`config.mk`:
```
export PLATFORM = sky130hd
export DESIGN_NAME = vsra_lane_unit
export DESIGN_NICKNAME = d
export VERILOG_FILES = /design/src/rtl/vsra_lane_unit.sv
export SDC_FILE = /design/constraint.sdc
export NUM_CORES = 2
export LEC_CHECK = 0
export BUFFER_PORTS_ARGS = -buffer_cell sky130_fd_sc_hd__buf_2
export CORE_AREA = 2 2 566 568
export CTS_BUF_LIST = sky130_fd_sc_hd__clkbuf_4 sky130_fd_sc_hd__clkbuf_8 sky130_fd_sc_hd__clkbuf_16
export CTS_CLUSTER_SIZE = 8
export DETAILED_ROUTE_END_ITERATION = 12
export DIE_AREA = 0 0 568 570
export SYNTH_ARGS = -nofsm -noshare
export SYNTH_HDL_FRONTEND = slang
export SYNTH_SLANG_ARGS = --single-unit
```
`constraint.sdc`:
```
create_clock -name clk -period 14.86 [get_ports clk]
set_input_delay 1.486 -clock clk [delete_from_list [all_inputs] [get_ports clk]]
set_output_delay 1.486 -clock clk [all_outputs]
set_load 0.005 [all_outputs]
```
`src/rtl/vsra_lane_unit.sv`:
```
module vsra_lane_unit #(
  parameter int VW = 128,
  parameter int HW = VW / 2
) (
  input  logic          clk,
  input  logic          rst_n,
  input  logic          in_valid,
  output logic          in_ready,
  input  logic [31:0]   insn,
  input  logic [VW-1:0] src_vec,
  input  logic [VW-1:0] acc_vec,
  output logic          out_valid,
  input  logic          out_ready,
  output logic [VW-1:0] res_data,
  output logic          res_illegal,
  output logic [4:0]    res_rd,
  output logic [4:0]    res_rn
);

  function automatic logic [63:0] lane_op(input logic [63:0] x, input logic [63:0] a,
                                           input logic [7:0] sh, input logic rnd,
                                           input logic use_acc, input logic [7:0] esz);
    logic [63:0] m;
    logic [64:0] t;
    logic [64:0] y;
    m = (esz == 8'd64) ? '1 : ((64'd1 << esz) - 64'd1);
    t = {1'b0, x & m} + (rnd ? (65'd1 << (sh - 8'd1)) : 65'd0);
    y = t >> sh;
    return (y[63:0] + (use_acc ? (a & m) : 64'd0)) & m;
  endfunction

  wire [3:0] immh    = insn[22:19];
  wire [6:0] code    = {insn[22:19], insn[18:16]};
  wire       wide    = insn[30];
  wire       rnd     = insn[13];
  wire       use_acc = insn[12];

  wire fixed_ok = insn[15:14] == 2'b00 && insn[11:10] == 2'b01 && insn[29];
  wire vec_form = !insn[31] && insn[28:23] == 6'b011110;
  wire scl_form = insn[31:30] == 2'b01 && insn[28:23] == 6'b111110;
  wire bad = !(fixed_ok && ((vec_form && immh != 4'd0 && !(immh[3] && !wide)) ||
                            (scl_form && immh[3])));
  wire half = scl_form || !wide;

  wire [7:0] esz = immh[3] ? 8'd64 : immh[2] ? 8'd32 : immh[1] ? 8'd16 : 8'd8;
  wire [7:0] sh  = (esz << 1) - {1'b0, code};

  logic [VW-1:0] r8, r16, r32, r64, sel;

  for (genvar g = 0; g < VW / 8; g++) begin : g_l8
    logic [63:0] o;
    assign o = lane_op({56'd0, src_vec[g*8 +: 8]}, {56'd0, acc_vec[g*8 +: 8]}, sh, rnd, use_acc, 8'd8);
    assign r8[g*8 +: 8] = o[7:0];
  end
  for (genvar g = 0; g < VW / 16; g++) begin : g_l16
    logic [63:0] o;
    assign o = lane_op({48'd0, src_vec[g*16 +: 16]}, {48'd0, acc_vec[g*16 +: 16]}, sh, rnd, use_acc, 8'd16);
    assign r16[g*16 +: 16] = o[15:0];
  end
  for (genvar g = 0; g < VW / 32; g++) begin : g_l32
    logic [63:0] o;
    assign o = lane_op({32'd0, src_vec[g*32 +: 32]}, {32'd0, acc_vec[g*32 +: 32]}, sh, rnd, use_acc, 8'd32);
    assign r32[g*32 +: 32] = o[31:0];
  end
  for (genvar g = 0; g < VW / 64; g++) begin : g_l64
    assign r64[g*64 +: 64] = lane_op(src_vec[g*64 +: 64], acc_vec[g*64 +: 64], sh, rnd, use_acc, 8'd64);
  end

  always_comb begin
    case (esz)
      8'd8:    sel = r8;
      8'd16:   sel = r16;
      8'd32:   sel = r32;
      default: sel = r64;
    endcase
    if (half) sel[VW-1:HW] = '0;
  end

  assign in_ready = !out_valid || out_ready;
  wire take = in_valid && in_ready;
  logic half_q;

  always_ff @(posedge clk) begin
    if (!rst_n) begin
      out_valid   <= 1'b0;
      res_illegal <= 1'b0;
      res_data    <= '0;
      res_rd      <= '0;
      res_rn      <= '0;
      half_q      <= 1'b0;
    end else if (take) begin
      out_valid   <= 1'b1;
      res_illegal <= bad;
      res_rd      <= insn[4:0];
      res_rn      <= insn[9:5];
      if (!bad) begin
        res_data <= sel;
        half_q   <= half;
      end
    end else if (out_ready) begin
      out_valid <= 1'b0;
    end
  end


  hold_when_stalled_chk: assert property (@(posedge clk) disable iff (!rst_n)
    (out_valid && !out_ready) |=> (out_valid && $stable(res_data) && $stable(res_illegal)));

  ready_when_idle_chk: assert property (@(posedge clk) disable iff (!rst_n)
    !out_valid |-> in_ready);

  reject_keeps_data_chk: assert property (@(posedge clk) disable iff (!rst_n)
    (take && bad) |=> (res_illegal && $stable(res_data)));

  upper_zero_chk: assert property (@(posedge clk) disable iff (!rst_n)
    (out_valid && !res_illegal && half_q) |-> res_data[VW-1:HW] == '0);

  regnum_chk: assert property (@(posedge clk) disable iff (!rst_n)
    take |=> (res_rd == $past(insn[4:0]) && res_rn == $past(insn[9:5])));

endmodule

```
-- After elaboration in Yosys (flattened, before gate mapping)
Index checks and enable logic that the tools add are counted.
- add/sub/neg operators: 62
- equality and inequality tests: 7
- shift-type cells: 31
- muxes and demuxes: 38
- reductions and logical operators: 22
- operators with widths (operator ; number):
    adder 8 x 65 -> 65 bit ; 16
    right shift 65 x 8 -> 8 bit ; 16
    adder 16 x 65 -> 65 bit ; 8
    right shift 65 x 8 -> 16 bit ; 8
    one-hot mux 128 bit (3 select lines) ; 1
    adder 32 x 65 -> 65 bit ; 4
    right shift 65 x 8 -> 32 bit ; 4
    2-to-1 mux 64 bit ; 3
    adder 64 x 65 -> 65 bit ; 2
    right shift 65 x 8 -> 64 bit ; 2
    adder 16 bit ; 8
    adder 32 bit ; 4
    adder 64 bit ; 2
    adder 8 bit ; 16
    2-to-1 mux 16 bit ; 8
    2-to-1 mux 32 bit ; 4
    2-to-1 mux 8 bit ; 16
    2-to-1 mux 65 bit ; 1
    << shifter 1 x 8 -> 65 bit (first input constant) ; 1
    logical AND 1 bit ; 10
    subtractor 8 x 1 -> 8 bit (second input constant) ; 1
    subtractor 8 x 7 -> 8 bit ; 1
    == test 7 x 4 -> 1 bit (second input constant) ; 1
    == test 7 x 5 -> 1 bit (second input constant) ; 1
    other kinds (14) ; 22
- flip-flop bits (word level): 140
- bits of input ports: 292
- output and inout port bits: 141
- logic and storage cells: 165

-- Longest topological paths before layout
- word-level depth: 12
- depth in mapped cells: 65
- gate-level depth less buffers: 51

-- Worst setup path before layout
Ideal clock, no wire load.
- kind: input to register
- from: input port insn[16]
- to: register res_data[36]
- setup time: 133 ps
- arrival: 15492 ps
- data required time: 14727 ps
- path slack: -765 ps
- stages: 60
- buffers on the path: 16
- cell sequence: buf_4 clkbuf_1 inv_2 buf_1 buf_1 clkbuf_1 clkbuf_1 buf_1 clkbuf_1 clkbuf_1 ha_1 clkbuf_1 nor2_1 nand2_2 nor4_2 nor4_2 buf_4 buf_6 (+24 left out) fa_1 a21oi_1 o21bai_1 a21o_1 a21o_1 a21oi_1 o31ai_1 a21oi_1 o41a_1 a31oi_1 a21boi_0 o21ai_0 a21o_1 a21o_1 a21o_1 a2111o_1 o211ai_1 a21oi_1
- longest elaborated chain between the ends: 8
- elaborated cells on any way between the ends: 17
- those cells by class: add/sub: 10; shift: 5; mux: 2
- RTL lines (what ; RTL line ; source):
    start: declaration ; 9 ; input logic [31:0] insn,
    subtractor 8 x 7 -> 8 bit * ; 46 ; wire [7:0] sh = (esz << 1) - {1'b0, code};
    subtractor 8 x 1 -> 8 bit ; 27 ; t = {1'b0, x & m} + (rnd ? (65'd1 << (sh - 8'd1)) : 65'd0);
    << shifter 1 x 8 -> 65 bit ; 27 ;
    2-to-1 mux 65 bit ; 27 ;
    adder 64 x 65 -> 65 bit, or another cell as far along ; 27 ;
    right shift 65 x 8 -> 64 bit, or another cell as far along ; 28 ; y = t >> sh;
    adder 64 bit, or another cell as far along ; 29 ; return (y[63:0] + (use_acc ? (a & m) : 64'd0)) & m;
    one-hot mux 128 bit (3 select lines) * ; 70 ; case (esz)
    end signal: assignment ; 97 ; res_data <= sel;
    end: declaration ; 14 ; output logic [VW-1:0] res_data,
Mark *: on every way between the ends. The rest lies on a longest branch, timed or not.
A chain may end at the register's enable or synchronous reset.

-- Worst setup path after layout
- from: input port insn[17]
- to: register res_data[62]
The elaborated chain is that of the path after synthesis.

==> results_dict.tcl <==
set metrics [dict create \
    status "complete, but fails checks" \
    failed_checks "capacitance limit, slew limit" \
    place_area_um2 90700 \
    grt_antenna_before_repair 61 \
    syn_inst 11944 \
    ys_top_cells_by_count "a21oi_1, nor2_1, nand2_1, o21ai_0, ha_1" \
    die_h_um 570 \
    mappedNetlistNets 12996 \
    post_cts_buffers 0 \
    maxCapViolCount 8 \
    grt_max_degree 149 \
    worst-path-buf-inv 8 \
    power_leakage_nw 39.9 \
    fin_util_pct 28.8 \
    fin_setup_tns_ps 0 \
    hold_viol_final 0 \
    max_freq_mhz 70.1 \
    slowest_delay_ps 990 \
    fin_nets 13543 \
    relSlewSlack_pct -10.1 \
    yosysWarnings 0 \
    ys_seq_elements 140 \
    power.density_nw_per_um2 68.9 \
    cp-start-kind "input port" \
    rsz0062_at_grt "no" \
    final_layout_size_suffix_gt1_share_pct 14.4 \
    final_cells 16710 \
    cts_inserted_buffers 25 \
    min-delay-start "res_data[115]$_SDFFE_PN0P_" \
    ys_dominant_reg_cell "dfxtp_1" \
    dp.cells 16644 \
    area_growth_pct 15.7 \
    die_w_um 568 \
    synth_area_leaders "ha_1, a21oi_1, xnor2_1" \
    synth_top_area_share_pct 11.6 \
    dp_hpwl_um 553000 \
    dr.pass1.iters 9 \
    drc 0 \
    drt-initial-drc-count 19019 \
    yosysTopAreaCell "ha_1" \
    antenna_left 0 \
    synth_cell_types 111 \
    irDropWorstVdd_uv 69.4 \
    cp-end-kind "flip-flop" \
    critPathLaunch "insn[17]" \
    hold_path_class "reg2reg" \
    htreeDepth 4 \
    fin_crit_ps 14260 \
    wirelength_um 663000 \
    syn_area_um2 79000 \
    stdcell_area_um2 91400 \
    io_buffers 432 \
    wl_per_cell_um 39.7 \
    setup_violations 0 \
    worstPathRequired_ps 15260 \
    grt_overflow 0 \
    crit_top_cell "buf_4" \
    root_buffer "clkbuf_16" \
    vias 108115 \
    grt_first_pass_wirelength_um 864000 \
    seq_area_frac_synth_pct 3.55 \
    rr_startpoint "out_valid$_SDFFE_PN0P_" \
    vias_per_cell 6.47 \
    worstPathMaxFanout 8 \
    cp_top_family "compound AO/OA/AOI/OAI gates" \
    cpMaxStageDelayCell "nor4_4" \
    synth_edf_count 0 \
    async_flop_share_pct 0 \
    initial_core_util_pct 24.9 \
    power.total_mw 6.30 \
    finalCritPeriodShare_pct 96.0 \
    critical_path_class "in2reg" \
    tightest_slew_ps 1640 \
    drv_slew 20 \
    rows 207 \
    cp.arrival_ps 14660 \
    gp_congestion 1.16 \
    core_area_um2 317000 \
    grt_pass1_vias 94169 \
    clock_path_buffers 3 \
    clk_latency_ps 550 \
    clock_sinks 140 \
    io_pins 433 \
    die-area_um2 324000 \
    grtUsageTotal_pct 38.8 \
    fin_skew_ps 43.6 \
    syn_avg_cell_area_um2 6.62 \
    cts_tree "yes" \
    cts.reportedPaths.clkPinSlew_ps 60 \
    synth_most_common_cell "a21oi_1" \
]
==> placed cells by master (no fill, tap or decap), types with 113 or more instances in the layout <==
cell type	netlist	routed
xnor2_1	639	635
a31oi_1	165	165
nor2b_1	113	113
buf_4	4	908
buf_2	25	427
mux2i_1	311	311
a21o_1	344	344
nor3_1	293	289
and2_1	239	238
nand3_1	256	256
inv_1	366	365
nor2_1	1201	1182
a21oi_1	1287	1286
dfxtp_1	140	140
o21ai_0	936	931
nand2_1	1073	1066
ha_1	730	728
a211oi_1	318	313
o21a_1	128	128
o211ai_1	149	149
xor2_1	186	184
o21bai_1	149	149
==> stage by stage <==
step	worst slack (ps)	hold slack (ps)
final	595	445
after global routing	134	471
after CTS	974	452
after detailed placement	474	438
after global placement	450	431
after floorplan	66.7	435
==> state kept, by name, indices dropped and copies added (netlist names) <==
register     count
res_data       128
res_rd           5
res_rn           5
out_valid        1
res_illegal      1
==> layout make-up <==
class | instances | area [µm²]
diodes | 35 | 87.6
flip-flops and latches | 140 | 2800
clock inverters | 2 | 10.0
repair buffers | 1350 | 9240
multi-input cells | 10599 | 72000
inverters | 375 | 1420
well taps | 4180 | 5230
fillers | 35636 | 226000
clock buffers | 29 | 668
==> final timing paths <==
check                                    end  cells after the start  slack [ps]
setup / recovery   res_data[62]$_SDFFE_PN0P_                     51         600
hold / removal    res_data[115]$_SDFFE_PN0P_                      2         450
setup reg to reg  res_data[114]$_SDFFE_PN0P_                     12       10180
hold reg to reg   res_data[115]$_SDFFE_PN0P_                      2         450
==> cell families after synthesis <==
kind of cell    count (synthesis)  share of synthesized area (%)
xor+xnor                      827                           9.18
buf+inv                      1205                           5.81
mux                           498                           7.73
compound gates               4683                           38.7
simple gates                 3795                           22.2
flops                         140                           3.55
fa+ha+maj                     796                           12.8
==> power breakdown <==
| group | internal [mW] | leakage, nW | switching (mW) |
|---|---|---|---|
| registers | 0.377 | 1.13 | 0.000870 |
| logic | 1.59 | 38.4 | 3.79 |
| clock network | 0.314 | 0.340 | 0.224 |
==> what timing repair did <==
item                       CTS  global route
gates resized for setup      0             1
hold buffers                 0             0
setup endpoints to repair    0             5
==> routing by layer <==
| layer | track usage [%] | wire length [µm] |
|---|---|---|
| met1 | 53.5 | 281000 |
| met2 | 50.0 | 238000 |
| met3 | 15.9 | 99500 |
| met4 | 20.5 | 43900 |
| met5 | 0 | 553 |
==> tightest hold or removal path, stage by stage (launching register included) <==
cell and delay [ps]:
dfxtp_1 320, nand2_1 40, o21ai_0 50
(Power assumes the default switching activity.)
